$ cat config.mk
export PLATFORM = sky130hd
export DESIGN_NAME = tmon_irq_top
export DESIGN_NICKNAME = d
export VERILOG_FILES = /design/src/rtl/tmon_pkg.sv /design/src/rtl/tmon_conv_ctrl.sv /design/src/rtl/tmon_eval.sv /design/src/rtl/tmon_flags.sv /design/src/rtl/tmon_irq_top.sv
export SDC_FILE = /design/constraint.sdc
export NUM_CORES = 1
export LEC_CHECK = 0
export ABC_CLOCK_PERIOD_IN_PS = 9800
export CAP_MARGIN = 0
export CELL_PAD_IN_SITES_DETAIL_PLACEMENT = 1
export CELL_PAD_IN_SITES_GLOBAL_PLACEMENT = 2
export CORE_ASPECT_RATIO = 0.75
export CORE_MARGIN = 5
export CORE_UTILIZATION = 32
export CTS_CLUSTER_DIAMETER = 50
export CTS_CLUSTER_SIZE = 16
export DETAILED_ROUTE_END_ITERATION = 6
export HOLD_SLACK_MARGIN = 0.15
export PLACE_DENSITY_LB_ADDON = 0.15
export SLEW_MARGIN = 25
export SYNTH_ARGS = -nofsm -noshare
export SYNTH_HDL_FRONTEND = slang
export SYNTH_HIERARCHICAL = 1
export SYNTH_SLANG_ARGS = --single-unit
$ cat constraint.sdc
create_clock -name clk -period 9.8 [get_ports clk]
set_input_delay 2.94 -clock clk [delete_from_list [all_inputs] [get_ports clk]]
set_output_delay 2.94 -clock clk [all_outputs]
set_load 0.01 [all_outputs]
$ cat src/rtl/tmon_pkg.sv
package tmon_pkg;
   localparam int NFLAG    = 3;
   localparam int FLG_HOT  = 0;
   localparam int FLG_COLD = 1;
   localparam int FLG_CHG  = 2;
endpackage

$ cat src/rtl/tmon_conv_ctrl.sv
module tmon_conv_ctrl (
   input  logic clk,
   input  logic rst_n,
   input  logic trig_i,
   input  logic done_i,
   output logic start_o,
   output logic busy_o
);
   always_ff @(posedge clk or negedge rst_n) begin
      if (!rst_n) begin
         start_o <= 1'b0;
         busy_o  <= 1'b0;
      end else begin
         start_o <= trig_i && !busy_o;
         if (busy_o) begin
            if (done_i) busy_o <= 1'b0;
         end else if (trig_i) begin
            busy_o <= 1'b1;
         end
      end
   end


   start_pulse_chk: assert property (@(posedge clk) disable iff (!rst_n)
      start_o |=> !start_o);

   start_busy_chk: assert property (@(posedge clk) disable iff (!rst_n)
      start_o |-> busy_o);

   busy_no_start_chk: assert property (@(posedge clk) disable iff (!rst_n)
      busy_o |=> !start_o);
endmodule

$ cat src/rtl/tmon_eval.sv
module tmon_eval
   import tmon_pkg::*;
#(
   parameter int TW = 8,
   parameter int DW = 4
) (
   input  logic             clk,
   input  logic             rst_n,
   input  logic             capture_i,
   input  logic [TW-1:0]    data_i,
   input  logic [TW-1:0]    hot_i,
   input  logic [TW-1:0]    cold_i,
   input  logic [DW-1:0]    delta_i,
   output logic [TW-1:0]    result_o,
   output logic [NFLAG-1:0] set_o
);
   localparam int XW = TW + 1;

   if (TW < 4) begin : bad_tw
      $error("tmon_eval: TW must be at least 4");
   end
   if (DW > TW) begin : bad_dw
      $error("tmon_eval: DW must not exceed TW");
   end

   logic [TW-1:0]        base_q;
   logic                 base_vld_q;
   logic signed [XW-1:0] diff;
   logic [XW-1:0]        mag;
   logic                 drift;

   always_comb begin
      diff  = $signed({data_i[TW-1], data_i}) - $signed({base_q[TW-1], base_q});
      mag   = diff[XW-1] ? XW'(-diff) : XW'(diff);
      drift = base_vld_q && (delta_i != '0) && (mag > XW'(delta_i));
   end

   always_comb begin
      set_o           = '0;
      set_o[FLG_HOT]  = capture_i && ($signed(data_i) > $signed(hot_i));
      set_o[FLG_COLD] = capture_i && ($signed(data_i) < $signed(cold_i));
      set_o[FLG_CHG]  = capture_i && drift;
   end

   always_ff @(posedge clk or negedge rst_n) begin
      if (!rst_n) begin
         result_o   <= '0;
         base_q     <= '0;
         base_vld_q <= 1'b0;
      end else if (capture_i) begin
         result_o   <= data_i;
         base_vld_q <= 1'b1;
         if (!base_vld_q || drift) base_q <= data_i;
      end
   end


   result_hold_chk: assert property (@(posedge clk) disable iff (!rst_n)
      !capture_i |=> $stable(result_o));

   base_hold_chk: assert property (@(posedge clk) disable iff (!rst_n)
      (base_vld_q && !set_o[FLG_CHG]) |=> $stable(base_q));

   first_no_drift_chk: assert property (@(posedge clk) disable iff (!rst_n)
      !base_vld_q |-> !set_o[FLG_CHG]);
endmodule

$ cat src/rtl/tmon_flags.sv
module tmon_flags
   import tmon_pkg::*;
#(
   parameter bit REG_IRQ = 1'b0
) (
   input  logic             clk,
   input  logic             rst_n,
   input  logic [NFLAG-1:0] set_i,
   input  logic             clr_i,
   input  logic [NFLAG-1:0] mask_i,
   output logic [NFLAG-1:0] flags_o,
   output logic             irq_n_o
);
   for (genvar g = 0; g < NFLAG; g++) begin : g_cell
      always_ff @(posedge clk or negedge rst_n) begin
         if (!rst_n)         flags_o[g] <= 1'b0;
         else if (set_i[g])  flags_o[g] <= 1'b1;
         else if (clr_i)     flags_o[g] <= 1'b0;
      end
   end

   logic any_pend;
   assign any_pend = |(flags_o & mask_i);

   if (REG_IRQ) begin : g_irq_reg
      always_ff @(posedge clk or negedge rst_n) begin
         if (!rst_n) irq_n_o <= 1'b1;
         else        irq_n_o <= !any_pend;
      end
   end else begin : g_irq_comb
      assign irq_n_o = !any_pend;
   end


   flags_sticky_chk: assert property (@(posedge clk) disable iff (!rst_n)
      !clr_i |=> ((flags_o & $past(flags_o)) == $past(flags_o)));

   flags_set_wins_chk: assert property (@(posedge clk) disable iff (!rst_n)
      (clr_i && set_i != '0) |=> ((flags_o & $past(set_i)) == $past(set_i)));
endmodule

$ cat src/rtl/tmon_irq_top.sv
module tmon_irq_top
   import tmon_pkg::*;
#(
   parameter int TW      = 8,
   parameter int DW      = 4,
   parameter bit REG_IRQ = 1'b0
) (
   input  logic             clk,
   input  logic             rst_n,
   input  logic             trig_i,
   output logic             conv_start_o,
   input  logic             conv_done_i,
   input  logic [TW-1:0]    conv_data_i,
   input  logic [TW-1:0]    hot_lim_i,
   input  logic [TW-1:0]    cold_lim_i,
   input  logic [DW-1:0]    delta_i,
   input  logic [NFLAG-1:0] mask_i,
   input  logic             flag_rd_i,
   output logic [TW-1:0]    result_o,
   output logic [NFLAG-1:0] flags_o,
   output logic             busy_o,
   output logic             irq_n_o
);
   logic             capture;
   logic [NFLAG-1:0] set_w;

   assign capture = conv_done_i && busy_o;

   tmon_conv_ctrl u_ctrl (
      .clk     (clk),
      .rst_n   (rst_n),
      .trig_i  (trig_i),
      .done_i  (conv_done_i),
      .start_o (conv_start_o),
      .busy_o  (busy_o)
   );

   tmon_eval #(.TW(TW), .DW(DW)) u_eval (
      .clk       (clk),
      .rst_n     (rst_n),
      .capture_i (capture),
      .data_i    (conv_data_i),
      .hot_i     (hot_lim_i),
      .cold_i    (cold_lim_i),
      .delta_i   (delta_i),
      .result_o  (result_o),
      .set_o     (set_w)
   );

   tmon_flags #(.REG_IRQ(REG_IRQ)) u_flags (
      .clk     (clk),
      .rst_n   (rst_n),
      .set_i   (set_w),
      .clr_i   (flag_rd_i),
      .mask_i  (mask_i),
      .flags_o (flags_o),
      .irq_n_o (irq_n_o)
   );


   irq_masked_chk: assert property (@(posedge clk) disable iff (!rst_n)
      (mask_i == '0 && !REG_IRQ) |-> irq_n_o);

   idle_done_chk: assert property (@(posedge clk) disable iff (!rst_n)
      (conv_done_i && !busy_o && !flag_rd_i) |=> $stable(flags_o));
endmodule

# [After elaboration in Yosys (flattened, before gate mapping)]
# Index checks and enable logic that the tools add are counted.
[classes] add_sub_neg=2 magnitude_cmp=3 muxes=8 bitwise_logic=1 n_reduce_logical=17
[ops] operator="$gt A9 B4 Y1" n=1
[ops] operator="$mux W9" n=1
[ops] operator="$neg A9 Y9" n=1
[ops] operator="$sub A8 B8 Y9" n=1
[ops] operator="$gt A8 B8 Y1" n=1
[ops] operator="$lt A8 B8 Y1" n=1
[ops] operator="$logic_and A1 B1 Y1" n=7
[ops] operator="$mux W1" n=7
[ops] operator="$reduce_bool A2 Y1" n=3
[ops] operator="$reduce_bool A4 Y1" n=1
[ops] operator="$and A3 B3 Y3" n=1
[ops] operator="$logic_not A1 Y1" n=3
[ops] operator="$reduce_or A3 Y1" n=1
[ops] operator="$reduce_and A2 Y1" n=1
[ops] operator="$logic_or A1 B1 Y1" n=1
[totals] in_bits=36 out_inout_bits=14 register_bits=22

# [Logic depth before layout (Yosys ltp)]
# Gate-level depths: netlist of run 1.
[logic_depth] ltp_word=7 depth_mapped=20

# [Modules after synthesis]
# Netlist of run 1, hierarchy kept.
[by_module_without_submodules] module="tmon_eval" area_per_inst_um2=1993.2 seq_area_each_um2=425.4 n_inst=1 cells_per_inst=242
[by_module_without_submodules] module="tmon_flags" area_per_inst_um2=112.6 seq_area_each_um2=75.1 n_inst=1 cells_per_inst=8
[by_module_without_submodules] module="tmon_conv_ctrl" area_per_inst_um2=65.1 seq_area_each_um2=50.0 n_inst=1 cells_per_inst=5
[by_module_without_submodules] module="tmon_irq_top" area_per_inst_um2=6.3 seq_area_each_um2=0.0 n_inst=1 cells_per_inst=1

# [Worst setup path after synthesis of run 1]
# OpenSTA, ideal clock, no wires.
[synth_timing] kind="input port to flip-flop" from="in conv_data_i[0]" to="reg u_flags.flags_o[2]" path_stages=20 arrival_time_ns=6.278 path_buffers=2 required_time_ns=9.682 setup_slack_ns=3.404 path_cell_list="inv_1 -> ha_1 -> fa_1 -> nand2b_1 -> a2111oi_2 -> o21a_1 -> o21a_1 -> nor2_1 -> a21oi_1 -> ha_1 -> nor2b_1 -> o21a_1 -> o21a_1 -> o21ai_0 -> and4_1 -> buf_2 -> buf_2 -> o21ai_1 -> and2_1 -> a21o_1"
[synth_via] elab_chain_len=7 elab_cells_between_ends=8 cone_classes="2 x add/sub; 1 x order compare; 2 x mux; 3 x reduce/logical"
[synth_rtl] item="from (decl)" line_no="tmon_irq_top.sv:13" rtl="input logic [TW-1:0] conv_data_i,"
[synth_rtl] item="$sub A8 B8 Y9 (*)" line_no="tmon_eval.sv:33" rtl="diff = $signed({data_i[TW-1], data_i}) - $signed({base_q[TW-1], base_q});"
[synth_rtl] item="$neg A9 Y9" line_no="tmon_eval.sv:34" rtl="mag = diff[XW-1] ? XW'(-diff) : XW'(diff);"
[synth_rtl] item="$mux W9 (*)" line_no="tmon_eval.sv:34"
[synth_rtl] item="$gt A9 B4 Y1 (*)" line_no="tmon_eval.sv:35" rtl="drift = base_vld_q && (delta_i != '0) && (mag > XW'(delta_i));"
[synth_rtl] item="$logic_and A1 B1 Y1 (*)" line_no="tmon_eval.sv:35"
[synth_rtl] item="$logic_and A1 B1 Y1 (*)" line_no="tmon_eval.sv:42" rtl="set_o[FLG_CHG] = capture_i && drift;"
[synth_rtl] item="named net set_w[2]" line_no="tmon_irq_top.sv:25" rtl="logic [NFLAG-1:0] set_w;"
[synth_rtl] item="$mux W1 or $reduce_bool A2 Y1 (tied branches)"
[synth_rtl] item="to (signal, indexed assignment)" line_no="tmon_flags.sv:16" rtl="if (!rst_n) flags_o[g] <= 1'b0;"
[synth_rtl] item="to (signal, indexed assignment)" line_no="tmon_flags.sv:17" rtl="else if (set_i[g]) flags_o[g] <= 1'b1;"
[synth_rtl] item="to (signal, indexed assignment)" line_no="tmon_flags.sv:18" rtl="else if (clr_i) flags_o[g] <= 1'b0;"
[synth_rtl] item="to (decl)" line_no="tmon_flags.sv:11" rtl="output logic [NFLAG-1:0] flags_o,"
# The timed path passes the listed nets; every way through them passes the cells marked *.
# A chain may end at the register's enable or synchronous reset.

# [Worst setup path in the final report of run 1]
[layout_timing] from="in conv_data_i[0]" to="reg u_eval.base_q[0]"
[layout_via] elab_chain_len=7
[layout_rtl] item="$sub A8 B8 Y9" line_no="tmon_eval.sv:33"
[layout_rtl] item="$neg A9 Y9" line_no="tmon_eval.sv:34"
[layout_rtl] item="$mux W9" line_no="tmon_eval.sv:34"
[layout_rtl] item="$gt A9 B4 Y1" line_no="tmon_eval.sv:35"
[layout_rtl] item="$logic_and A1 B1 Y1" line_no="tmon_eval.sv:35"
[layout_rtl] item="$logic_or A1 B1 Y1" line_no="tmon_eval.sv:53" rtl="if (!base_vld_q || drift) base_q <= data_i;"
[layout_rtl] item="$reduce_and A2 Y1 (no line)"
[layout_rtl] item="to (signal assigned)" line_no="tmon_eval.sv:53"
[layout_rtl] item="to (decl)" line_no="tmon_eval.sv:26" rtl="logic [TW-1:0] base_q;"
# Several ways; a longest one is shown, not always the timed one.

==> out/results.txt, run 1 <==
Clock tree root buffer cell: clkbuf_8
Final Cell Area: 2795 µm²
Outcome: finished clean
Pre-CTS WS: 2.145 ns
Post-DP HPWL: 4.932 mm
CP peak stage delay: 0.66 ns
Fin cells: 383
Initial antenna violation count: 0
VDD IR max: 0.1133 mV
Port buffer count: 49
Worst Path Max Fanout: 17
Hold Startpoint: u_ctrl/busy_o
Inserted Diodes: 0
Number of fill cells: 794
Register area share after synthesis: 0.2529
Vias in the first global route: 2,136
R2r endpoint: u_eval/base_q[0]
Fin crit share: 0.7511
Hold EP: u_ctrl/start_o
Synthesis-to-finish area growth: 28.39%
Max-cap viol count: 0
Peak Freq: 0.1359 GHz
RSZ-0062 raised after global routing: false
Asr flop ratio synth: 1.000
Hold buffers post-CTS: 0
Cells after Synth: 256
Fin Clk Skew: 0.007360 ns
Avg Cell Area, Syn: 8.504 µm²
Worst Hold Class: register to register
Synth area leader: dfrtp_1
Largest net degree at the start of global routing: 23
I/O pin cnt: 50
Post-synthesis cell type count: 49
Finished Core Util: 0.4171
Layout cells sized above 1: 0.08696
Setup Viol. Count Final: 0
Initial cell density of the core: 0.3249
Actual slew at the worst max-slew pin: 0.6801 ns
NumNets Final: 365
Die Area: 8570 µm²
Worst Setup Path Type: input pin to register
Placed cell area: 2724 µm²
Antenna viol nets, final: 0
Crit. End Element: register
Overall power: 722.8 µW
Total clock sinks: 22
Global route overflow: 0
Crit path top cell by count: o21a_1
Num CTS Buffers: 3
Clock buffer depth: 2
Row cnt: 26
Worst EP required: 9.95 ns
Synth top area cells: dfrtp_1 (25%), ha_1 (16%), inv_1 (5.5%)
Post-CTS sizing: 0
Post-synth EDFFs: 0
Synth Flop Type: dfrtp_1
CP top delay family: compound AO/OA/AOI/OAI gates
Minimum clock period: 7.361 ns
Yosys top cell area share: 0.2529
WP buf/inv: 2
Top-count cell post-synth: inv_1
Die Y: 81.43 µm
Core area: 6701 µm²
Via Count: 2,047
Placer congestion estimate: 0.8339
Clock-pin slew on the worst setup and hold paths: 0.09 ns
Final hold violation count: 0
Reg2reg setup slack: 5.33 ns
Final WS setup: 2.439 ns
Total negative slack: 0 ns
P_leak: 1.284 nW
Worst path cell trace: clkdlybuf4s50_1, inv_1, ha_1, fa_1, nand2b_1, a2111oi_2, o21a_1, o21a_1, nor2_1, a21oi_1, ha_1, nor2b_1, o21a_1, o21a_1, o21ai_0, and4_1, o221ai_1, or3_1
Yosys reg bits: 22
Slew Viols, Final: 0
Synth warn: 6
Post-CTS Setup Repair Bufs: 0
Worst R2R Path Depth: 16
Slew HR: 0.5461
Wire per inst: 16.12 µm
Wirelength, routed: 6.173 mm
Slowest-stage cell, CP: and4_1
CTS H-tree lvls: 1
Crit path DAT: 7.51 ns
First-pass GRT wire length: 10.35 mm
Post-synth net total: 321
Cell Pwr Density: 258.6 nW/µm²
Depth of the worst hold-timing path: 1
Die width: 105.2 µm
Starting DRT DRC Count: 45
Mapped Area: 2177 µm²
Worst hold slack: 0.5118 ns
GR Util All Layers: 0.1473
Placed Cells: 379
Most frequent cells after synthesis: inv_1 (32), ha_1 (28), nand2_1 (28)
Vias per inst: 5.345
RR Startpoint: u_eval/base_q[0]
CTS tree: yes
Crit path launch type: input pin
Drc violations: 0
First-pass detailed-route iteration total: 4
Clk_lat worst skew: 0.27 ns
## routing by layer
metal	part of all wire	routed length, µm	global-route usage	vias up
met2	0.46	2818	0.2453	44
met4	0.011	65	0.02554	0
met1	0.48	2993	0.2004	984
met3	0.048	295	0.03142	6
li1	-	-	-	1013
met5	0	0	0	-
## how the worst max path moves through the flow
| stage | startpoint | to | slack, ns | cells past startpoint |
|---|---|---|---|---|
| detailed placement | conv_data_i[0] | u_eval/base_q[0] | 2.14 | 18 |
| finish | conv_data_i[0] | u_eval/base_q[0] | 2.44 | 18 |
| CTS | conv_data_i[0] | u_eval/base_q[0] | 2.44 | 18 |
| global route | conv_data_i[0] | u_eval/base_q[0] | 2.19 | 18 |
| floorplan | conv_data_i[0] | u_flags/flags_o[2] | 3.40 | 20 |
| global placement | conv_data_i[0] | u_eval/base_q[0] | 2.34 | 18 |
## where the power goes
part | internal, mW | switching (mW) | total [mW] | leakage [nW]
combinational | 0.214 | 0.278 | 0.493 | 0.990
sequential | 0.120 | 0.0236 | 0.144 | 0.259
clock | 0.0546 | 0.0318 | 0.0864 | 0.0357
## sequential cells by signal, summed over array words and instances, names as in the netlist
register and cells:
u_flags/flags_o 3, u_eval/result_o 8, u_ctrl/start_o 1, u_ctrl/busy_o 1, u_eval/base_vld_q 1, u_eval/base_q 8
## cells in the final DEF, fill, tap and decap left out, drive strengths merged, types with 9 or more instances in the layout
master / n
a21o: 9
nor2: 11
a21oi: 10
nand2: 28
dfrtp: 22
nand3: 9
inv: 32
clkdlybuf4s50: 48
ha: 28
## cell type report
cell class / count / area, µm² / area share
clock buffers: 3 / 41.29 / 0.01477
well taps: 84 / 105.1 / 0.03760
repair buffers: 49 / 485.5 / 0.1737
multi-input cells: 192 / 1463 / 0.5233
flip-flops and latches: 22 / 550.5 / 0.1970
clock inverters: 1 / 30.03 / 0.01074
inverters: 32 / 120.1 / 0.04297
## cells by family after synthesis
logic type               Yosys count  synth area share
AND/OR/NAND/NOR                   85            0.2012
XOR/XNOR                           6           0.02414
adder cells (fa/ha/maj)           29            0.1701
buffers and inverters             42           0.07643
flip-flops                        22            0.2529
multiplexers                       9           0.04598
AO/OA/AOI/OAI                     63            0.2293
Note: power is estimated with default switching activity, not from simulation.
==> inputs of run 2 (changes only) <==
--- a/config.mk
+++ b/config.mk
@@ -5,13 +5,13 @@
 export SDC_FILE = /design/constraint.sdc
 export NUM_CORES = 1
 export LEC_CHECK = 0
-export ABC_CLOCK_PERIOD_IN_PS = 9800
+export ABC_CLOCK_PERIOD_IN_PS = 7600
 export CAP_MARGIN = 0
 export CELL_PAD_IN_SITES_DETAIL_PLACEMENT = 1
 export CELL_PAD_IN_SITES_GLOBAL_PLACEMENT = 2
 export CORE_ASPECT_RATIO = 0.75
 export CORE_MARGIN = 5
-export CORE_UTILIZATION = 32
+export CORE_UTILIZATION = 30
 export CTS_CLUSTER_DIAMETER = 50
 export CTS_CLUSTER_SIZE = 16
 export DETAILED_ROUTE_END_ITERATION = 6
==> constraint.sdc (replaced) <==
create_clock -name clk -period 7.6 [get_ports clk]
set_input_delay 2.28 -clock clk [delete_from_list [all_inputs] [get_ports clk]]
set_output_delay 2.28 -clock clk [all_outputs]
set_load 0.01 [all_outputs]
==> run 2 against run 1 <==
Effect of this change:
- critical path depth is the same
- clock-buffer cell count grew 1
- combinational power grew 31%
- critical endpoint unchanged
- largest power group unchanged
- highest routed layer unchanged
==> out/results.txt, run 2 (synthesis results as in run 1) <==
Final hold violation count: 0 (unchanged)
Placed Cells: 395 (+4.2%)
Total clock sinks: 22 (unchanged)
Die Y: 83.78 µm (+2.9%)
Vias per inst: 5.105 (-4.5%)
CP peak stage delay: 0.67 ns (about the same)
Post-CTS Setup Repair Bufs: 0 (unchanged)
Wirelength, routed: 6.502 mm (+5.3%)
Crit path DAT: 6.88 ns (-0.63 ns)
Inserted Diodes: 0 (unchanged)
Outcome: finished clean
Number of fill cells: 838 (+5.5%)
Commonest non-fill, non-tap cells in the layout: clkdlybuf4s50_1 (49), inv_1 (32), nand2_1 (28), ha_1 (28), dfrtp_1 (22)
Global route overflow: 0 (unchanged)
Starting DRT DRC Count: 83 (+84%)
Placer congestion estimate: 0.8005 (-4.0%)
CTS tree: yes
Wire per inst: 16.30 µm (+1.1%)
Worst Path Max Fanout: 17 (unchanged)
Slew Viols, Final: 0 (unchanged)
Worst EP required: 7.75 ns (-2.20 ns)
Worst Setup Path Type: input pin to register
Worst path cell trace: clkdlybuf4s50_1, inv_1, ha_1, fa_1, nand2b_1, a2111oi_2, o21a_1, o21a_1, nor2_1, a21oi_1, ha_1, nor2b_1, o21a_1, o21a_1, o21ai_0, and4_1, o221ai_1, or3_1
Worst Hold Class: register to register
Fin Clk Skew: 0.002015 ns (-0.005345 ns)
Top flop regs: u_eval/base_q x8, u_eval/result_o x8, u_flags/flags_o x3
Pre-CTS WS: 0.5204 ns (-1.624 ns)
Largest net degree at the start of global routing: 23 (unchanged)
Worst hold slack: 0.5104 ns (-0.001420 ns)
CTS H-tree lvls: 1 (unchanged)
Die Area: 9078 µm² (+5.9%)
Clock buffer depth: 2 (unchanged)
Via Count: 2,037 (-0.49%)
Initial antenna violation count: 0 (unchanged)
Layout cells sized above 1: 0.08970 (+0.002744)
Drc violations: 0 (unchanged)
Die width: 108.4 µm (+3.0%)
Slew HR: 0.5415 (-0.004619)
Final WS setup: 0.8679 ns (-1.571 ns)
VDD IR max: 0.09963 mV (-12%)
Hold buffers post-CTS: 0 (unchanged)
Clock-pin slew on the worst setup and hold paths: 0.08 ns (about the same)
RSZ-0062 raised after global routing: false
Final Cell Area: 2816 µm² (+0.76%)
Synthesis-to-finish area growth: 29.37%
First-pass detailed-route iteration total: 4 (unchanged)
Row cnt: 26 (unchanged)
Num CTS Buffers: 3 (unchanged)
Most common cell after layout, fill and taps aside: clkdlybuf4s50_1
Post-CTS sizing: 0 (unchanged)
Port buffer count: 49 (unchanged)
Minimum clock period: 6.732 ns
Antenna viol nets, final: 0 (unchanged)
Slowest-stage cell, CP: and4_1
Crit path top cell by count: o21a_1
NumNets Final: 367 (+0.55%)
Cell Pwr Density: 325.1 nW/µm² (+26%)
Fin cells: 399 (+4.2%)
GR Util All Layers: 0.1544 (+0.007143)
Post-DP HPWL: 5.141 mm (+4.3%)
Crit path launch type: input pin
Max-cap viol count: 0 (unchanged)
Core area: 6929 µm² (+3.4%)
Peak Freq: 0.1485 GHz
Vias in the first global route: 2,234 (+4.6%)
Crit. End Element: register
Placed cell area: 2761 µm² (+1.4%)
Total negative slack: 0 ns (unchanged)
Actual slew at the worst max-slew pin: 0.6870 ns (+0.006921 ns)
I/O pin cnt: 50 (unchanged)
Clock tree root buffer cell: clkbuf_8
Clk_lat worst skew: 0.26 ns (about the same)
P_leak: 1.287 nW (+0.21%)
First-pass GRT wire length: 11.34 mm (+9.5%)
Setup Viol. Count Final: 0 (unchanged)
Initial cell density of the core: 0.3142 (-0.01068)
Fin crit share: 0.8858
==> run 2: layer usage <==
| layer | vias to the layer above | track usage | wire length [µm] |
|---|---|---|---|
| li1 | 1008 | - | - |
| met5 | - | 0 | 0 |
| met2 | 41 | 0.2387 | 2909 |
| met4 | 0 | 0.02064 | 34 |
| met3 | 2 | 0.03094 | 238 |
| met1 | 986 | 0.2262 | 3319 |
==> run 2: worst paths after layout <==
check	from	to	slack, ns	cells past startpoint
worst max-delay path	conv_data_i[0]	u_eval/base_q[0]	0.87	18
worst min-delay path	u_ctrl/busy_o	u_ctrl/start_o	0.51	1
worst max register to register	u_eval/base_q[0]	u_eval/base_q[0]	3.12	16
worst min register to register	u_ctrl/busy_o	u_ctrl/start_o	0.51	1
max in group asynchronous	rst_n	u_eval/base_q[0]	4.98	2
min in group asynchronous	rst_n	u_eval/base_q[7]	2.38	2
==> run 2: area by class of cell <==
class,count,area [µm²],area share
clock buffers,4,55.05,0.01955
inverters,32,120.1,0.04265
multi-input cells,192,1463,0.5193
flip-flops and latches,22,550.5,0.1955
well taps,98,122.6,0.04354
repair buffers,51,505.5,0.1795
==> run 2: worst max-delay path: cells and delay by family <==
| kind | cells | cell delay [ns] |
|---|---|---|
| AO/OA/AOI/OAI | 8 | 1.66 |
| AND/OR/NAND/NOR | 5 | 1.40 |
| adder cells (fa/ha/maj) | 3 | 0.89 |
| buffers and inverters | 2 | 0.65 |
==> run 2: report_power, final <==
group          switching, mW  leakage, nW  total [mW]  internal (mW)
logic                  0.366         1.00       0.644          0.277
clock network         0.0405       0.0288      0.0867         0.0462
registers             0.0306        0.259       0.185          0.155
==> run 2: through the flow <==
step / utilization / total power [mW]
after floorplan: - / 0.6582
after global placement: 0.3982 / 0.8223
after detailed placement: 0.3985 / 0.8321
after CTS: 0.4065 / 0.9277
after global routing: 0.4065 / 1.017
final: 0.4065 / 0.9156
==> inputs of run 3 (changes only) <==
--- a/config.mk
+++ b/config.mk
@@ -16,7 +16,7 @@
 export CTS_CLUSTER_SIZE = 16
 export DETAILED_ROUTE_END_ITERATION = 6
 export HOLD_SLACK_MARGIN = 0.15
-export PLACE_DENSITY_LB_ADDON = 0.15
+export PLACE_DENSITY = 0.8
 export SLEW_MARGIN = 25
 export SYNTH_ARGS = -nofsm -noshare
 export SYNTH_HDL_FRONTEND = slang
==> run 3 against run 2 <==
Effect of this change:
- clock-buffer cell count shrank 1
- worst hold slack worse by 0.014 ns
- largest power group unchanged
- die area is the same
- sequential cell count is the same
- clock skew up 0.0071 ns
==> out/results.txt, run 3 (synthesis results as in run 1) <==
Crit path launch type: input pin
Peak Freq: 0.1563 GHz (+5.2%)
Worst EP required: 7.75 ns (about the same)
Total clock sinks: 22 (unchanged)
Initial cell density of the core: 0.3142 (unchanged)
Top flop regs: u_eval/base_q x8, u_eval/result_o x8, u_flags/flags_o x3
Clock-pin slew on the worst setup and hold paths: 0.08 ns (about the same)
Wirelength, routed: 6.320 mm (-2.8%)
Final hold violation count: 0 (unchanged)
P_leak: 1.304 nW (+1.3%)
Antenna viol nets, final: 0 (unchanged)
Die Y: 83.78 µm (unchanged)
Setup Viol. Count Final: 0 (unchanged)
Port buffer count: 49 (unchanged)
Fin crit share: 0.8418 (-0.04401)
Num CTS Buffers: 3 (unchanged)
Clock power share: 0.118 (+0.023)
Initial antenna violation count: 0 (unchanged)
Most common cell after layout, fill and taps aside: clkdlybuf4s50_1
CTS H-tree lvls: 1 (unchanged)
Final WS setup: 1.202 ns (+0.3344 ns)
Drc violations: 0 (unchanged)
Slew HR: 0.5364 (-0.005097)
Crit. End Element: register
Hold buffers post-CTS: 0 (unchanged)
I/O pin cnt: 50 (unchanged)
Slew Viols, Final: 0 (unchanged)
Crit path DAT: 6.54 ns (-0.34 ns)
Via Count: 2,019 (-0.88%)
Clock tree root buffer cell: clkbuf_8
NumNets Final: 369 (+0.54%)
CTS tree: yes
First-pass GRT wire length: 10.95 mm (-3.4%)
Die Area: 9078 µm² (unchanged)
Global route overflow: 0 (unchanged)
Synthesis-to-finish area growth: 30.69%
Vias per inst: 5.035 (-1.4%)
Wire per inst: 15.76 µm (-3.3%)
Finished Core Util: 0.4106 (+0.004154)
Actual slew at the worst max-slew pin: 0.6940 ns (+0.006956 ns)
Placer congestion estimate: 0.8278 (+3.4%)
Net Sw Power: 435.1 µW (-0.55%)
Outcome: finished clean
Row cnt: 26 (unchanged)
Vias in the first global route: 2,184 (-2.2%)
Sequential Power Share: 0.196 (-0.006)
Post-CTS Setup Repair Bufs: 0 (unchanged)
First-pass detailed-route iteration total: 4 (unchanged)
Fin Clk Skew: 0.009140 ns (+0.007125 ns)
Clock buffer depth: 2 (unchanged)
Worst Path Max Fanout: 10 (-7)
Cell Pwr Density: 334.3 nW/µm² (+2.8%)
Post-CTS sizing: 0 (unchanged)
Placed cell area: 2774 µm² (+0.45%)
Total negative slack: 0 ns (unchanged)
Starting DRT DRC Count: 63 (-24%)
Worst Hold Class: register to register
Minimum clock period: 6.398 ns (-0.3344 ns)
Commonest non-fill, non-tap cells in the layout: clkdlybuf4s50_1 (49), inv_1 (32), nand2_1 (28), ha_1 (28), dfrtp_1 (22)
Largest net degree at the start of global routing: 23 (unchanged)
Crit path top cell by count: o21a_1
Combinational power share: 0.686 (-0.017)
Final Cell Area: 2845 µm² (+1.0%)
Inserted Diodes: 0 (unchanged)
Pre-CTS WS: 0.8781 ns (+0.3577 ns)
Layout cells sized above 1: 0.09241 (+0.002708)
Clk_lat worst skew: 0.27 ns (about the same)
GR Util All Layers: 0.1486 (-0.005814)
RSZ-0062 raised after global routing: false
Die width: 108.4 µm (unchanged)
Net Sw Frac: 0.4575 (-0.02036)
CP peak stage delay: 0.53 ns (-0.14 ns)
Design internal power: 515.9 µW (+7.9%)
Max-cap viol count: 0 (unchanged)
Overall power: 951.1 µW (+3.9%)
Post-DP HPWL: 5.053 mm (-1.7%)
Core area: 6929 µm² (unchanged)
Worst Setup Path Type: input pin to register
Slowest-stage cell, CP: clkdlybuf4s50_1
VDD IR max: 0.1325 mV (+33%)
Worst path cell trace: clkdlybuf4s50_1, inv_1, ha_1, fa_1, nand2b_1, a2111oi_2, o21a_1, o21a_1, nor2_1, a21oi_1, ha_1, nor2b_1, o21a_1, o21a_1, o21ai_0, and4_1, buf_4, o221a_2, nand3_1
[run 3: routing by layer]
| layer | up-vias | track usage | wire, µm |
|---|---|---|---|
| li1 | 1017 | - | - |
| met2 | 42 | 0.2376 | 2815 |
| met4 | 0 | 0.02294 | 54 |
| met3 | 6 | 0.03403 | 299 |
| met5 | - | 0 | 0 |
| met1 | 954 | 0.2074 | 3151 |
[run 3: final cells by class]
class / count / area, µm²
fill: 855 / 4084
multi-input combinational: 192 / 1460
sequential: 22 / 550.5
timing repair buffer: 53 / 520.5
tap: 98 / 122.6
inverter: 32 / 120.1
clock buffer: 3 / 41.29
clock inverter: 1 / 30.03
[run 3: power by group through the flow]
stage          combinational [mW]  sequential, mW  clock [mW]
2_1_floorplan               0.473           0.186           0
3_3_place_gp                0.646           0.187           0
3_5_place_dp                0.657           0.188           0
4_1_cts                     0.661           0.187       0.116
5_1_grt                     0.736           0.192       0.123
6_report                    0.653           0.186       0.112
[run 3: metrics by stage]
| step | cells | hold slack, ns |
|---|---|---|
| 2_1_floorplan | 256 | 0.4752 |
| 3_3_place_gp | 397 | 0.4781 |
| 3_5_place_dp | 397 | 0.4885 |
| 4_1_cts | 401 | 0.5013 |
| 5_1_grt | 401 | 0.5189 |
| 6_report | 401 | 0.4960 |
[run 3: critical path: cells and delay by family]
kind | cells | cell delay [ns]
buffers and inverters | 3 | 0.86
adders and majority gates | 3 | 0.88
and+or+nand+nor | 5 | 0.88
AOI/OAI and AO/OA | 8 | 1.65
[run 3: final timing paths]
path	from	to	slack, ns	depth (start not counted)
hold / removal	u_ctrl/busy_o	u_ctrl/start_o	0.50	1
setup reg to reg	u_eval/base_q[0]	u_eval/base_q[6]	3.43	17
max in group asynchronous	rst_n	u_eval/result_o[6]	4.99	2
setup / recovery	conv_data_i[0]	u_eval/base_q[6]	1.20	19
hold reg to reg	u_ctrl/busy_o	u_ctrl/start_o	0.50	1
min in group asynchronous	rst_n	u_eval/result_o[3]	2.37	2
